$ cat config.mk
export PLATFORM = sky130hd
export DESIGN_NAME = glyph_row_fetch
export DESIGN_NICKNAME = d
export VERILOG_FILES = /design/src/rtl/glyph_fetch_pkg.sv /design/src/rtl/glyph_fetch_ctrl.sv /design/src/rtl/glyph_fetch_dp.sv /design/src/rtl/glyph_row_fetch.sv
export SDC_FILE = /design/constraint.sdc
export NUM_CORES = 1
export LEC_CHECK = 0
export BUFFER_PORTS_ARGS = -buffer_cell sky130_fd_sc_hd__buf_4
export CAP_MARGIN = 20
export CORE_ASPECT_RATIO = 0.9
export CORE_MARGIN = 3
export CORE_UTILIZATION = 55
export DETAILED_ROUTE_END_ITERATION = 12
export HOLD_SLACK_MARGIN = 0.05
export PLACE_DENSITY = 0.77
export SETUP_SLACK_MARGIN = 0.1
export SYNTH_ARGS = -nofsm -noshare
export SYNTH_HDL_FRONTEND = slang
export SYNTH_SLANG_ARGS = --single-unit
$ cat constraint.sdc
create_clock -name clk -period 1.9 [get_ports clk]
set_input_delay 0.095 -clock clk [delete_from_list [all_inputs] [get_ports clk]]
set_output_delay 0.095 -clock clk [all_outputs]
set_load 0.01 [all_outputs]
$ cat src/rtl/glyph_fetch_pkg.sv
package glyph_fetch_pkg;

  // Strobes from the control module to the datapath for one cycle.
  typedef struct packed {
    logic ramWe;    // host byte write
    logic ramRd;    // memory read port enabled
    logic fetchRd;  // read belongs to a display fetch
    logic hostRd;   // read belongs to the host
  } fetchStrb_t;

endpackage

$ cat src/rtl/glyph_fetch_ctrl.sv
module glyph_fetch_ctrl
  import glyph_fetch_pkg::*;
(
  input  logic       clk,
  input  logic       rstN,
  input  logic       fetchReq,
  input  logic       hostWrEn,
  input  logic       hostRdEn,
  output fetchStrb_t strb,
  output logic       hostAck,
  output logic       rowValid,
  output logic       hostRdValid
);

  logic hostSlot;

  // The display path owns every cycle with a fetch; the host gets the rest.
  always_comb begin
    hostSlot     = ~fetchReq;
    strb.fetchRd = fetchReq;
    strb.ramWe   = hostWrEn & hostSlot;
    strb.hostRd  = hostRdEn & ~hostWrEn & hostSlot;
    strb.ramRd   = fetchReq | strb.hostRd;
    hostAck      = strb.ramWe | strb.hostRd;
  end

  always_ff @(posedge clk or negedge rstN) begin
    if (!rstN) begin
      rowValid    <= 1'b0;
      hostRdValid <= 1'b0;
    end else begin
      rowValid    <= strb.fetchRd;
      hostRdValid <= strb.hostRd;
    end
  end

  AST_VALID_AFTER_REQ: assert property (@(posedge clk) disable iff (!rstN) fetchReq |=> rowValid) else $error("rowValid missing");
  AST_VALID_NEEDS_REQ: assert property (@(posedge clk) disable iff (!rstN) $rose(rowValid) |-> $past(fetchReq)) else $error("spurious rowValid");
  AST_HOST_YIELDS: assert property (@(posedge clk) disable iff (!rstN) fetchReq |-> (!strb.ramWe && !hostAck)) else $error("host won over fetch");
  AST_RD_AFTER_GRANT: assert property (@(posedge clk) disable iff (!rstN) (hostRdEn && !hostWrEn && !fetchReq) |=> hostRdValid) else $error("host read lost");
  AST_PORT_EXCLUSIVE: assert property (@(posedge clk) disable iff (!rstN) $onehot0({strb.ramWe, strb.fetchRd, strb.hostRd})) else $error("port overlap");
  AST_NO_DUAL_VALID: assert property (@(posedge clk) disable iff (!rstN) !(rowValid && hostRdValid)) else $error("both valids");

endmodule

$ cat src/rtl/glyph_fetch_dp.sv
module glyph_fetch_dp
  import glyph_fetch_pkg::*;
#(
  parameter int CODE_W     = 8,
  parameter int ROW_W      = 4,
  parameter int ADDR_W     = 6,
  parameter int DATA_W     = 8,
  parameter int PIX_W      = 5,
  parameter int SHORT_ROWS = 8,
  parameter int TALL_ROWS  = 11
) (
  input  logic              clk,
  input  logic              rstN,
  input  fetchStrb_t        strb,
  input  logic              rowValid,
  input  logic [CODE_W-1:0] charCode,
  input  logic [ROW_W-1:0]  rowIdx,
  input  logic              tallFont,
  input  logic              cursorOn,
  input  logic              blinkOn,
  input  logic              atCursor,
  input  logic              blinkPhase,
  input  logic [ADDR_W-1:0] hostAddr,
  input  logic [DATA_W-1:0] hostWrData,
  output logic [PIX_W-1:0]  rowPixels,
  output logic [DATA_W-1:0] hostRdData
);

  localparam int DEPTH    = 1 << ADDR_W;
  localparam int SHORT_RB = $clog2(SHORT_ROWS);
  localparam int TALL_RB  = $clog2(TALL_ROWS);
  localparam int SHORT_CB = ADDR_W - SHORT_RB;
  localparam int TALL_CB  = ADDR_W - TALL_RB;
  localparam logic [SHORT_RB-1:0] SHORT_BOT = SHORT_RB'(SHORT_ROWS - 1);
  localparam logic [ROW_W-1:0]    TALL_BOT  = ROW_W'(TALL_ROWS - 1);

  logic [DATA_W-1:0] mem [DEPTH];
  logic [DATA_W-1:0] ramQ;
  logic [ADDR_W-1:0] shortAddr, tallAddr, fetchAddr, ramAddr;
  logic              isBottom, outOfRange, forceNext;
  logic              forceOn, blankRow;
  logic              unusedBits;

  // The tall font drops code bit 0 and takes one more row bit.
  always_comb begin
    shortAddr  = {charCode[SHORT_CB-1:0], rowIdx[SHORT_RB-1:0]};
    tallAddr   = {charCode[TALL_CB:1], rowIdx[TALL_RB-1:0]};
    fetchAddr  = tallFont ? tallAddr : shortAddr;
    ramAddr    = strb.fetchRd ? fetchAddr : hostAddr;
    isBottom   = tallFont ? (rowIdx == TALL_BOT) : (rowIdx[SHORT_RB-1:0] == SHORT_BOT);
    outOfRange = tallFont && (rowIdx > TALL_BOT);
    forceNext  = atCursor & ((cursorOn & isBottom) | (blinkOn & blinkPhase));
  end

  assign unusedBits = ^{charCode[CODE_W-1:SHORT_CB], strb.hostRd};

  always_ff @(posedge clk) begin
    if (strb.ramWe) mem[hostAddr] <= hostWrData;
    if (strb.ramRd) ramQ <= mem[ramAddr];
  end

  always_ff @(posedge clk or negedge rstN) begin
    if (!rstN) begin
      forceOn  <= 1'b0;
      blankRow <= 1'b0;
    end else if (strb.fetchRd) begin
      forceOn  <= forceNext;
      blankRow <= outOfRange;
    end
  end

  for (genvar g = 0; g < PIX_W; g++) begin : gPix
    assign rowPixels[g] = rowValid & ~blankRow & (ramQ[g] | forceOn);
  end

  assign hostRdData = ramQ;

  AST_IDLE_DARK: assert property (@(posedge clk) disable iff (!rstN) !rowValid |-> (rowPixels == '0)) else $error("pixels while idle");
  AST_TALL_BLANK: assert property (@(posedge clk) disable iff (!rstN) (strb.fetchRd && tallFont && rowIdx > TALL_BOT) |=> (rowPixels == '0)) else $error("row beyond glyph lit");
  AST_BLINK_LIT: assert property (@(posedge clk) disable iff (!rstN) (strb.fetchRd && !outOfRange && blinkOn && atCursor && blinkPhase) |=> (rowPixels == '1)) else $error("blink not lit");
  AST_CURSOR_LIT: assert property (@(posedge clk) disable iff (!rstN) (strb.fetchRd && cursorOn && atCursor && isBottom) |=> (rowPixels == '1)) else $error("cursor row not lit");

endmodule

$ cat src/rtl/glyph_row_fetch.sv
module glyph_row_fetch
  import glyph_fetch_pkg::*;
#(
  parameter int CODE_W = 8,
  parameter int ROW_W  = 4,
  parameter int ADDR_W = 6,
  parameter int DATA_W = 8,
  parameter int PIX_W  = 5
) (
  input  logic              clk,
  input  logic              rstN,
  input  logic              fetchReq,
  input  logic [CODE_W-1:0] charCode,
  input  logic [ROW_W-1:0]  rowIdx,
  input  logic              tallFont,
  input  logic              cursorOn,
  input  logic              blinkOn,
  input  logic              atCursor,
  input  logic              blinkPhase,
  input  logic              hostWrEn,
  input  logic              hostRdEn,
  input  logic [ADDR_W-1:0] hostAddr,
  input  logic [DATA_W-1:0] hostWrData,
  output logic              hostAck,
  output logic [DATA_W-1:0] hostRdData,
  output logic              hostRdValid,
  output logic [PIX_W-1:0]  rowPixels,
  output logic              rowValid
);

  fetchStrb_t strb;

  glyph_fetch_ctrl u_ctrl (
    .clk         (clk),
    .rstN        (rstN),
    .fetchReq    (fetchReq),
    .hostWrEn    (hostWrEn),
    .hostRdEn    (hostRdEn),
    .strb        (strb),
    .hostAck     (hostAck),
    .rowValid    (rowValid),
    .hostRdValid (hostRdValid)
  );

  glyph_fetch_dp #(
    .CODE_W (CODE_W),
    .ROW_W  (ROW_W),
    .ADDR_W (ADDR_W),
    .DATA_W (DATA_W),
    .PIX_W  (PIX_W)
  ) u_dp (
    .clk        (clk),
    .rstN       (rstN),
    .strb       (strb),
    .rowValid   (rowValid),
    .charCode   (charCode),
    .rowIdx     (rowIdx),
    .tallFont   (tallFont),
    .cursorOn   (cursorOn),
    .blinkOn    (blinkOn),
    .atCursor   (atCursor),
    .blinkPhase (blinkPhase),
    .hostAddr   (hostAddr),
    .hostWrData (hostWrData),
    .rowPixels  (rowPixels),
    .hostRdData (hostRdData)
  );

endmodule

==> impl_summary.txt, run 1 <==
----------------------------------------------------
[Yosys]
  Synthesized area divided by synthesized cell count ... 12.7 um2
  Area fraction in and, or, nand and nor cells after synthesis ... 0.121
  Share of the yosys chip area belonging to registers ... 0.707
  Number of warning messages in the yosys log ... 0
  Mapped Cells ... 1754
  Multiplexer share of the synthesized area ... 0.00687
  Post-synthesis share of cell area spent on full adders, half adders and majority gates ... 0
  Xor/xnor cell area share of the yosys netlist ... 0
  Area share of the leading cell type in the synthesized netlist ... 0.703
  EDFF count, synth ... 520
  Commonest register cell after synthesis ... sky130_fd_sc_hd__edfxtp_1
  Number of library cell types mapped by synthesis ... 49
  Post-synthesis compound-gate area fraction ... 0.142
  Post-synthesis instance area ... 0.0222 mm2
  Async SR Flop Fraction ... 0.00763
  Syn Nets ... 1790
  Combinational family with the most area after synthesis ... compound AO/OA/AOI/OAI gates
  Leading post-synthesis cells by cell area ... sky130_fd_sc_hd__edfxtp_1, sky130_fd_sc_hd__nor2_1, sky130_fd_sc_hd__o21bai_1
  Count of state elements after synthesis ... 524
  Cell type contributing the most total cell area after synthesis ... sky130_fd_sc_hd__edfxtp_1

[Floorplan]
  Starting density of the core ... 0.560
  Site row count ... 69
  Die boundary height ... 197 um
  I/O pins ... 52
  Die outline area ... 0.0429 mm2
  Die X-Extent ... 218 um
  Floorplan Core Area ... 0.0397 mm2

[Global routing]
  Aggregate global-route resource usage ... 0.310
  Largest net degree at the start of global routing ... 65
  First-pass GRT wire length ... 99400 um
  Number of antenna violations at the first check in global routing ... 2
  Vias in the first global route ... 16500
  Total global routing overflow ... 0

[Run]
  Number of maximum-capacitance constraint violations ... 0

[Route]
  Total number of vias ... 17000
  Violation count after the first detailed-route iteration ... 3041
  DRC errors left ... 0
  Average vias per placed instance ... 6.42
  Post-Route WL ... 67400 um
  Routed Antenna Nets ... 0
  Routed length per placed instance ... 25.4 um
  1st-pass router iterations ... 8

[Layout]
  Filler instances ... 2625
  Final nets ... 2119
  Total area of multi-input combinational cells ... 0.00626 mm2
  Number of antenna cells inserted ... 0
  Area taken by flip-flops and latches ... 0.0157 mm2
  Ratio of cells with drive above 1 in the final layout ... 0.228
  Area grow syn2layout ... 24.0%

[Worst setup path]
  Worst-path fanout max ... 2
  Arrival time worst endpoint ... 2.57 ns
  Start-to-end type of the worst setup path ... reg -> reg
  Peak per-stage delay on the critical path ... 0.51 ns
  Data required time at the worst endpoint ... 2.32 ns
  Worst Setup End Kind ... register
  Startpoint class of the critical path ... register
  Internal reg-to-reg setup slack ... -0.24 ns
  Worst-path cell chain ... nor2_1 > o21bai_1 > a21oi_1 > or4_4 > or4_4 > nor4_4
  Cell with the largest stage delay on the worst path ... sky130_fd_sc_hd__or4_4
  Most frequent cell on the critical path ... sky130_fd_sc_hd__or4_4

[STA]
  Setup-failing EPs final ... 6
  Fin worst setup slack ... -0.244 ns
  Slew Viols, Final ... 0
  Worst hold slack ... 0.0940 ns
  Total count of hold-check failures in the final report ... 0
  Max Fclk ... 466 MHz
  Slew Limit Headroom ... 0.459
  Setup Total Neg Slack ... -1.30 ns
  Min Tclk post-route ... 2.14 ns
  Unrepaired setup endpoints after global routing ... yes
  Actual slew at the worst max-slew pin ... 0.811 ns
  Worst clock skew ... 0.0154 ns
  Part of the cycle the worst path needs ... 1.13

[Pwr]
  Leakage Power ... 0.00984 uW
  Combinational fraction of design power ... 0.103
  Sw Ratio ... 0.233
  Share of total power in sequential cells ... 0.506
  Cell Int Power ... 19600 uW
  Pwr/cell area ... 925 mW/mm2
  Power dissipated by switching net loads ... 5930 uW
  Share of power burned in the clock network ... 0.392
  Worst voltage drop across the vdd grid ... 738 uV

[Place]
  Final weighted congestion in routability-driven placement ... 0.977
  Post-DP HPWL ... 44400 um
  Buffers on Ports ... 46

[Status]
  Outcome ... finished with violations
  Violations in the final reports ... setup timing

[Clocking]
  Master cell of the clock root buffer ... sky130_fd_sc_hd__clkbuf_16
  H-tree level count ... 2
  TritonCTS Sinks ... 524
  TritonCTS clock tree ... yes
  Clock transition at the registers of the reported paths ... 0.07 ns
  Maximum buffer depth of the clock tree ... 3
  Total clock buffers created by CTS ... 50
  Later-pin clock latency in the skew report ... 0.59 ns

[Worst hold path]
  Class of the tightest hold or removal check ... in -> reg

----------------------------------------------------
==> state kept, by name, summed over array words and instances (netlist names) <==
| signal | flops |
|---|---|
| u_dp.mem | 512 |
| u_dp.hostRdData | 8 |
| u_ctrl.hostRdValid | 1 |
| u_ctrl.rowValid | 1 |
| u_dp.blankRow | 1 |
| u_dp.forceOn | 1 |
==> area by class of cell <==
| class | count | area share |
|---|---|---|
| Clock inverter | 30 | 0.00954 |
| Multi-Input combinational cell | 1124 | 0.227 |
| Inverter | 5 | 0.000681 |
| Clock buffer | 63 | 0.0495 |
| Sequential cell | 524 | 0.571 |
| Tap cell | 532 | 0.0242 |
| Timing Repair Buffer | 378 | 0.118 |
==> timing repair <==
action	in CTS	in global routing
cloned	0	3
hold buffers	13	0
buffers inserted	4	3
hold endpoints to repair	113	0
endpoints found under the setup margin	8	8
resized for setup	19	32
pin swaps	11	14
==> synth_stat cells, types with 24 or more instances <==
master                     number
sky130_fd_sc_hd__clkbuf_1      32
sky130_fd_sc_hd__a21oi_1      144
sky130_fd_sc_hd__o22ai_1       59
sky130_fd_sc_hd__nor2_1       301
sky130_fd_sc_hd__o21bai_1     100
sky130_fd_sc_hd__o221ai_1      24
sky130_fd_sc_hd__nand2b_1      39
sky130_fd_sc_hd__buf_2         44
sky130_fd_sc_hd__nor3_1        24
sky130_fd_sc_hd__nand2_1      167
sky130_fd_sc_hd__a211oi_1      32
sky130_fd_sc_hd__o21ai_0       62
sky130_fd_sc_hd__nor4_1        25
sky130_fd_sc_hd__edfxtp_1     520
==> placed cells by master, fill, tap and decap left out, types with 13 or more instances in the layout <==
cell	instances
sky130_fd_sc_hd__clkbuf_16	55
sky130_fd_sc_hd__nand3_1	20
sky130_fd_sc_hd__nor4_1	16
sky130_fd_sc_hd__buf_4	331
sky130_fd_sc_hd__a211oi_1	31
sky130_fd_sc_hd__o21ai_0	61
sky130_fd_sc_hd__o21bai_1	99
sky130_fd_sc_hd__o22ai_1	59
sky130_fd_sc_hd__dlygate4sd3_1	13
sky130_fd_sc_hd__clkinv_1	15
sky130_fd_sc_hd__nand2b_1	39
sky130_fd_sc_hd__nand2_1	164
sky130_fd_sc_hd__nor2_1	300
sky130_fd_sc_hd__nor3_1	20
sky130_fd_sc_hd__o221ai_1	24
sky130_fd_sc_hd__a21oi_1	141
sky130_fd_sc_hd__buf_12	26
sky130_fd_sc_hd__edfxtp_1	520
==> per-layer routing <==
layer,GRT usage,vias to the layer above,share of wire
met5,0,-,0.00039
met4,0.123,4,0.041
met3,0.0671,221,0.13
met2,0.478,1353,0.45
met1,0.439,8178,0.38
li1,-,7284,-
==> critical path: cells and delay by family (launching register included) <==
| family | cells | cell delay (ns) |
|---|---|---|
| flops | 1 | 0.38 |
| compound gates | 2 | 0.32 |
| simple gates | 4 | 1.26 |
==> logic make-up after synthesis <==
family,count (synthesis)
AOI/OAI and AO/OA,490
and+or+nand+nor,620
muxes,13
DFF,524
buffers and inverters,107
==> per-stage QoR <==
stage | instance area [um2] | util | setup slack [ns] | std cells | total power [uW]
CTS | 27300 | 0.687 | -0.273 | 2650 | 25400
finish | 27500 | 0.694 | -0.244 | 2656 | 25500
detailed placement | 25400 | 0.640 | -0.870 | 2540 | 15500
floorplan | 22300 | - | -0.229 | 1754 | 14200
global placement | 25400 | 0.640 | -0.843 | 2540 | 15400
global route | 27500 | 0.694 | -0.289 | 2656 | 26200
==> final timing paths <==
path                            startpoint                  to  cells after the start
max reg2reg                u_dp.mem[30][3]  u_dp.hostRdData[3]                      6
min                          hostWrData[7]     u_dp.mem[13][7]                      1
min reg2reg                  u_dp.blankRow       u_dp.blankRow                      1
max                        u_dp.mem[30][3]  u_dp.hostRdData[3]                      6
max in group asynchronous             rstN     u_ctrl.rowValid                      3
min in group asynchronous             rstN        u_dp.forceOn                      3
==> power groups by stage <==
stage,Clock [uW],Sequential (uW),Combinational [uW]
after floorplan,0,13100,1120
after global placement,0,13100,2310
after detailed placement,0,13100,2370
after CTS,10000,12900,2450
after global routing,10500,12900,2760
final,9980,12900,2610
Note: power is estimated with default switching activity, not from simulation.
==> run 2: changes to the inputs <==
- BUFFER_PORTS_ARGS: -buffer_cell sky130_fd_sc_hd__buf_4 -> unset
- DONT_BUFFER_PORTS: unset -> 1
- PLACE_DENSITY: 0.77 -> 0.76
==> run 2 against run 1 <==
  * The run still ends with setup timing left
  * Utilization is 1.2 points lower
  * Combinational power shrank 8.0%
  * Power fell by 1.2%
  * Largest power group unchanged
  * Largest cell class unchanged
  * Critical path type unchanged
==> impl_summary.txt, run 2 (synthesized netlist as in run 1, its figures left out) <==
----------------------------------------------------
[Clocking]
  Maximum buffer depth of the clock tree ... 3 (unchanged)
  TritonCTS clock tree ... yes
  TritonCTS Sinks ... 524 (unchanged)
  Clock transition at the registers of the reported paths ... 0.07 ns (about the same)
  Total clock buffers created by CTS ... 50 (unchanged)
  H-tree level count ... 2 (unchanged)
  Later-pin clock latency in the skew report ... 0.61 ns (+0.02 ns)
  Master cell of the clock root buffer ... sky130_fd_sc_hd__clkbuf_16

[Pwr]
  Power dissipated by switching net loads ... 5880 uW (-0.83%)
  Final Total Pwr ... 25200 uW (-1.2%)
  Cell Int Power ... 19300 uW (-1.3%)
  Share of total power in sequential cells ... 0.512 (+0.006)
  Sw Ratio ... 0.233 (+0.000848)
  Pwr/cell area ... 931 mW/mm2 (+0.59%)
  Share of power burned in the clock network ... 0.392 (about the same)
  Leakage Power ... 0.00952 uW (-3.2%)
  Combinational fraction of design power ... 0.095 (-0.008)
  Worst voltage drop across the vdd grid ... 851 uV (+15%)

[Worst setup path]
  Reg2Reg Capture Point ... u_dp.hostRdData[2]
  Worst reg-to-reg path cell count ... 6 (unchanged)
  Start-to-end type of the worst setup path ... reg -> reg
  Startpoint of the worst-slack reg-to-reg timing path ... u_dp.mem[20][2]
  Internal reg-to-reg setup slack ... -0.24 ns (about the same)
  Data required time at the worst endpoint ... 2.32 ns (about the same)
  Startpoint class of the critical path ... register
  Worst-path fanout max ... 2 (unchanged)
  Worst Setup End Kind ... register
  Worst Setup SP ... u_dp.mem[20][2]
  Capturing instance or port of the critical path ... u_dp.hostRdData[2]
  Arrival time worst endpoint ... 2.56 ns (about the same)

[STA]
  Min Tclk post-route ... 2.14 ns (-0.00727 ns)
  Setup-failing EPs final ... 6 (unchanged)
  Total count of hold-check failures in the final report ... 0 (unchanged)
  Unrepaired setup endpoints after global routing ... yes
  Slew Viols, Final ... 0 (unchanged)
  Part of the cycle the worst path needs ... 1.12 (-0.00383)
  Slew Limit Headroom ... 0.295 (-0.164)
  Fin worst setup slack ... -0.236 ns (+0.00727 ns)
  Worst clock skew ... 0.0215 ns (+0.00602 ns)
  Actual slew at the worst max-slew pin ... 1.03 ns (+0.217 ns)
  Max Fclk ... 468 MHz (+0.34%)

[Route]
  Average vias per placed instance ... 6.49 (+1.1%)
  DRC errors left ... 0 (unchanged)
  Routed Antenna Nets ... 0 (unchanged)
  Post-Route WL ... 67500 um (about the same)
  Violation count after the first detailed-route iteration ... 2868 (-5.7%)
  1st-pass router iterations ... 6 (-2)
  Routed length per placed instance ... 26.1 um (+2.7%)
  Total number of vias ... 16800 (-1.5%)

[Global routing]
  Number of antenna violations at the first check in global routing ... 3 (+1)
  Aggregate global-route resource usage ... 0.314 (+0.00354)
  First-pass GRT wire length ... 100000 um (+0.88%)
  Largest net degree at the start of global routing ... 65 (unchanged)
  Total global routing overflow ... 0 (unchanged)
  Vias in the first global route ... 16400 (-0.18%)

[Layout]
  Ratio of cells with drive above 1 in the final layout ... 0.193 (-0.0355)
  Number of non-filler instances in the completed layout ... 2586 (-2.6%)
  Most frequent standard cell in the layout excluding fill and tap cells ... sky130_fd_sc_hd__edfxtp_1
  Top register by number of flip-flops ... u_dp.mem
  Area grow syn2layout ... 21.8%
  Largest register FFs ... 512 (unchanged)
  Highest-count cells in the layout ignoring fill and taps ... sky130_fd_sc_hd__edfxtp_1, sky130_fd_sc_hd__nor2_1, sky130_fd_sc_hd__buf_4, sky130_fd_sc_hd__nand2_1, sky130_fd_sc_hd__a21oi_1
  Final nets ... 2049 (-3.3%)

[Place]
  Post-DP HPWL ... 43200 um (-2.6%)
  Instance count after placement with tap cells included ... 2457 (-3.3%)
  Pre-CTS setup slack ... -0.607 ns (+0.264 ns)
  Buffers on Ports ... 0 (-100%)
  Final weighted congestion in routability-driven placement ... 1.00 (+2.4%)

[Floorplan]
  Die boundary height ... 197 um (unchanged)
  Die outline area ... 0.0429 mm2 (unchanged)
  Floorplan Core Area ... 0.0397 mm2 (unchanged)
  Starting density of the core ... 0.560 (unchanged)
  Site row count ... 69 (unchanged)
  I/O pins ... 52 (unchanged)
  Die X-Extent ... 218 um (unchanged)

[Status]
  Violations in the final reports ... setup timing
  Outcome ... finished with violations

[Worst hold path]
  Class of the tightest hold or removal check ... in -> reg

[Run]
  Number of maximum-capacitance constraint violations ... 0 (unchanged)

----------------------------------------------------
-- run 2: cell types whose count changed in the layout (fill, tap and decap cells not counted), sizes merged --
cell / previous run / this run
dlymetal6s4s: 0 / 1
diode: 0 / 1
bufinv: 5 / 3
clkinv: 24 / 13
buf: 363 / 285
dlygate4sd3: 13 / 23
clkinvlp: 1 / 0
inv: 5 / 7
mux2: 6 / 5
clkbuf: 65 / 74
-- run 2: worst min path at each step --
stage	from	to	slack, ns	depth (start not counted)
2_1_floorplan	rstN	u_ctrl.hostRdValid	-0.20	0
3_3_place_gp	rstN	u_ctrl.hostRdValid	-0.20	0
3_5_place_dp	rstN	u_ctrl.rowValid	-0.20	0
4_1_cts	hostAddr[5]	u_dp.mem[7][7]	0.06	2
5_1_grt	hostAddr[5]	u_dp.mem[7][6]	0.11	2
6_report	hostAddr[5]	u_dp.mem[7][6]	0.09	2
-- run 2: power by group through the flow --
stage	sequential [uW]	clock, uW	combinational, uW
after floorplan	13100	0	1120
after global placement	13100	0	1910
after detailed placement	13100	0	1950
after CTS	12900	9920	2300
after global routing	12900	10400	2540
final	12900	9870	2400
-- run 2: what timing repair did --
action,CTS,global route
hold endpoints to repair,589,0
pin swaps,10,5
gates resized for setup,12,20
setup endpoints to repair,8,10
hold buffers,32,0
setup buffers,2,2
-- run 2: worst max-delay path: stages, from the launching register on --
cell and delay, ns:
sky130_fd_sc_hd__edfxtp_1 0.41, sky130_fd_sc_hd__nor2_1 0.09, sky130_fd_sc_hd__o21bai_1 0.15, sky130_fd_sc_hd__a21oi_1 0.10
sky130_fd_sc_hd__or4_1 0.55, sky130_fd_sc_hd__or4_4 0.43, sky130_fd_sc_hd__nor4_2 0.24
-- run 2: final cells by class --
type | count | area [um2]
clock buffers | 74 | 1420
multi-input cells | 1123 | 6190
fillers | 2734 | 12700
flip-flops and latches | 524 | 15700
clock inverters | 18 | 175
inverters | 5 | 18.8
well taps | 532 | 666
diodes | 1 | 2.50
repair buffers | 309 | 2870
-- run 2: per-stage QoR --
step | util | hold slack, ns | TNS, ns | instance area [um2]
2_1_floorplan | - | -0.201 | -1.58 | 22300
3_3_place_gp | 0.625 | -0.200 | -3.84 | 24800
3_5_place_dp | 0.625 | -0.200 | -4.15 | 24800
4_1_cts | 0.679 | 0.0550 | -1.06 | 26900
5_1_grt | 0.681 | 0.107 | -1.51 | 27100
6_report | 0.681 | 0.0915 | -1.22 | 27100
-- run 2: layer usage --
metal | up-vias | global-route usage | share of wire
met2 | 1269 | 0.487 | 0.46
met4 | 4 | 0.107 | 0.036
met5 | - | 0 | 0.00039
met1 | 8171 | 0.437 | 0.38
li1 | 7143 | - | -
met3 | 194 | 0.0829 | 0.13
==> run 3: changes to the inputs <==
--- a/config.mk
+++ b/config.mk
@@ -11,2 +11,3 @@
 export CORE_UTILIZATION = 55
+export CTS_BUF_LIST = sky130_fd_sc_hd__clkbuf_8
 export DETAILED_ROUTE_END_ITERATION = 12
--- a/constraint.sdc
+++ b/constraint.sdc
@@ -3,2 +3,2 @@
 set_output_delay 0.095 -clock clk [all_outputs]
-set_load 0.01 [all_outputs]
+set_load 0.05 [all_outputs]
==> run 3 against run 2 <==
  * The run still ends with setup timing left
  * Register-to-register slack improved by 0.02 ns
  * Maximum frequency increased by 0.75%
  * First-iteration DRC count decreased by 11%
  * Non-clock buffer count increased by 10
  * Final cell count increased by 2.3%
  * Combinational power increased by 3%
  * Clock-buffer cell count increased by 8
  * Setup slack improved by 0.016 ns
  * Die area unchanged
  * Global-route usage about the same
  * Critical path depth unchanged
  * Clock skew increased by 0.011 ns
  * Critical path type unchanged
  * Largest cell class unchanged
==> impl_summary.txt, run 3 (synthesized netlist as in run 1, its figures left out) <==
----------------------------------------------------
[Worst hold path]
  Hold-critical path endpoint ... u_dp.mem[51][3]
  Worst hold path cell count ... 4 (+2)
  Min-delay src ... hostAddr[0]
  Class of the tightest hold or removal check ... in -> reg

[STA]
  Total count of hold-check failures in the final report ... 0 (unchanged)
  Max Fclk ... 472 MHz (+0.75%)
  Part of the cycle the worst path needs ... 1.12 (-0.00837)
  Fin worst setup slack ... -0.221 ns (+0.0159 ns)
  Actual slew at the worst max-slew pin ... 1.11 ns (+0.0792 ns)
  Slew Limit Headroom ... 0.241 (-0.0543)
  Unrepaired setup endpoints after global routing ... yes
  Setup-failing EPs final ... 11 (+5)
  Worst clock skew ... 0.0324 ns (+0.0109 ns)
  Min Tclk post-route ... 2.12 ns (-0.0159 ns)
  Slew Viols, Final ... 0 (unchanged)

[Floorplan]
  Die outline area ... 0.0429 mm2 (unchanged)
  Die X-Extent ... 218 um (unchanged)
  I/O pins ... 52 (unchanged)
  Floorplan Core Area ... 0.0397 mm2 (unchanged)
  Site row count ... 69 (unchanged)
  Die boundary height ... 197 um (unchanged)
  Starting density of the core ... 0.560 (unchanged)

[Global routing]
  Aggregate global-route resource usage ... 0.314 (about the same)
  Number of antenna violations at the first check in global routing ... 3 (unchanged)
  First-pass GRT wire length ... 99900 um (-0.41%)
  Total global routing overflow ... 0 (unchanged)
  Vias in the first global route ... 16400 (-0.47%)
  Largest net degree at the start of global routing ... 65 (unchanged)

[Worst setup path]
  Startpoint of the worst-slack reg-to-reg timing path ... u_dp.mem[20][0]
  Startpoint class of the critical path ... register
  Worst Setup End Kind ... register
  Start-to-end type of the worst setup path ... reg -> reg
  Reg2Reg Capture Point ... u_dp.hostRdData[0]
  Internal reg-to-reg setup slack ... -0.22 ns (+0.02 ns)
  Data required time at the worst endpoint ... 2.39 ns (+0.07 ns)
  Worst reg-to-reg path cell count ... 6 (unchanged)
  Worst-path fanout max ... 2 (unchanged)
  Arrival time worst endpoint ... 2.61 ns (+0.05 ns)

[Place]
  Buffers on Ports ... 0 (unchanged)
  Instance count after placement with tap cells included ... 2459 (+0.081%)
  Post-place instance area ... 0.0248 mm2 (-0.19%)
  Final weighted congestion in routability-driven placement ... 0.991 (-1.0%)
  Post-DP HPWL ... 42600 um (-1.3%)

[Route]
  DRC errors left ... 0 (unchanged)
  Routed Antenna Nets ... 0 (unchanged)
  Violation count after the first detailed-route iteration ... 2564 (-11%)
  Total number of vias ... 16700 (-0.32%)
  Routed length per placed instance ... 25.3 um (-3.1%)
  Average vias per placed instance ... 6.32 (-2.6%)
  Post-Route WL ... 66900 um (-0.87%)
  1st-pass router iterations ... 6 (unchanged)

[Clocking]
  H-tree level count ... 3 (+1)
  Clock transition at the registers of the reported paths ... 0.07 ns (about the same)
  Master cell of the clock root buffer ... sky130_fd_sc_hd__clkbuf_8
  Later-pin clock latency in the skew report ... 0.67 ns (+0.06 ns)
  Total clock buffers created by CTS ... 80 (+60%)
  TritonCTS clock tree ... yes
  TritonCTS Sinks ... 524 (unchanged)
  Maximum buffer depth of the clock tree ... 3 (unchanged)

[Layout]
  Final nets ... 2089 (+2.0%)
  Top register by number of flip-flops ... u_dp.mem
  Highest-count cells in the layout ignoring fill and taps ... sky130_fd_sc_hd__edfxtp_1, sky130_fd_sc_hd__nor2_1, sky130_fd_sc_hd__buf_4, sky130_fd_sc_hd__nand2_1, sky130_fd_sc_hd__a21oi_1
  Number of non-filler instances in the completed layout ... 2646 (+2.3%)
  Most frequent standard cell in the layout excluding fill and tap cells ... sky130_fd_sc_hd__edfxtp_1
  Final design instance area without fill ... 0.0270 mm2 (-0.22%)
  Ratio of cells with drive above 1 in the final layout ... 0.205 (+0.0122)
  Largest register FFs ... 512 (unchanged)
  Area grow syn2layout ... 21.5%

[Status]
  Violations in the final reports ... setup timing
  Outcome ... finished with violations

[Pwr]
  Pwr/cell area ... 881 mW/mm2 (-5.3%)
  Worst voltage drop across the vdd grid ... 821 uV (-3.5%)
  Leakage Power ... 0.00961 uW (+0.88%)

[Run]
  Number of maximum-capacitance constraint violations ... 0 (unchanged)

----------------------------------------------------
## run 3: critical path, cell delays in order, from the launching register on
cell and delay, ns:
sky130_fd_sc_hd__edfxtp_1 0.35, sky130_fd_sc_hd__nor2_1 0.05, sky130_fd_sc_hd__o21bai_1 0.21, sky130_fd_sc_hd__a21oi_2 0.11, sky130_fd_sc_hd__or4_1 0.55, sky130_fd_sc_hd__or4_4 0.47, sky130_fd_sc_hd__nor4_4 0.23
## run 3: area by class of cell
cell class / count / area [um2]
Clock buffer: 82 / 1130
Timing Repair Buffer: 319 / 2920
Tap cell: 532 / 666
Fill cell: 2759 / 12700
Multi-Input combinational cell: 1123 / 6280
Sequential cell: 524 / 15700
Clock inverter: 58 / 253
Inverter: 5 / 18.8
Antenna cell: 3 / 7.51
## run 3: what timing repair did
item                                    4_1_cts  5_1_grt
setup buffers                                 1        1
gates resized for setup                      22       32
pin swaps                                     5       11
hold buffers                                 42        0
endpoints found under the setup margin       13       54
endpoints found under the hold margin       742        0
gates cloned                                  0        0
## run 3: worst max path at each step
stage	to	cells past startpoint	from	slack [ns]
2_1_floorplan	u_dp.hostRdData[4]	9	fetchReq	-0.23
3_3_place_gp	u_dp.hostRdData[6]	10	fetchReq	-0.81
3_5_place_dp	u_dp.hostRdData[6]	10	fetchReq	-0.78
4_1_cts	u_dp.hostRdData[5]	6	u_dp.mem[28][5]	-0.22
5_1_grt	u_dp.hostRdData[0]	6	u_dp.mem[20][0]	-0.32
6_report	u_dp.hostRdData[0]	6	u_dp.mem[20][0]	-0.22
## run 3: report_power, final
group	total [uW]	leakage (uW)	internal, uW	switching (uW)
logic	2460	0.00406	917	1550
registers	13000	0.00473	12800	206
clock network	8310	0.000815	4010	4310
total	23800	0.00961	17700	6060
## run 3: per-stage QoR
| stage | util | total power, uW | setup TNS, ns | hold slack, ns | worst slack [ns] |
|---|---|---|---|---|---|
| final | 0.680 | 23800 | -1.47 | 0.104 | -0.221 |
| after CTS | 0.675 | 23700 | -1.36 | 0.0566 | -0.217 |
| after global routing | 0.680 | 24500 | -2.29 | 0.0851 | -0.321 |
| after global placement | 0.624 | 15200 | -4.49 | -0.200 | -0.807 |
| after floorplan | - | 14400 | -1.58 | -0.201 | -0.229 |
| after detailed placement | 0.624 | 15200 | -4.55 | -0.200 | -0.777 |
## run 3: layer usage
| layer | wire length [um] | GRT usage | up-vias |
|---|---|---|---|
| met5 | 0 | 0 | - |
| met4 | 2620 | 0.118 | 0 |
| met3 | 9010 | 0.0988 | 207 |
| met2 | 29600 | 0.466 | 1207 |
| met1 | 25700 | 0.441 | 8070 |
| li1 | - | - | 7243 |
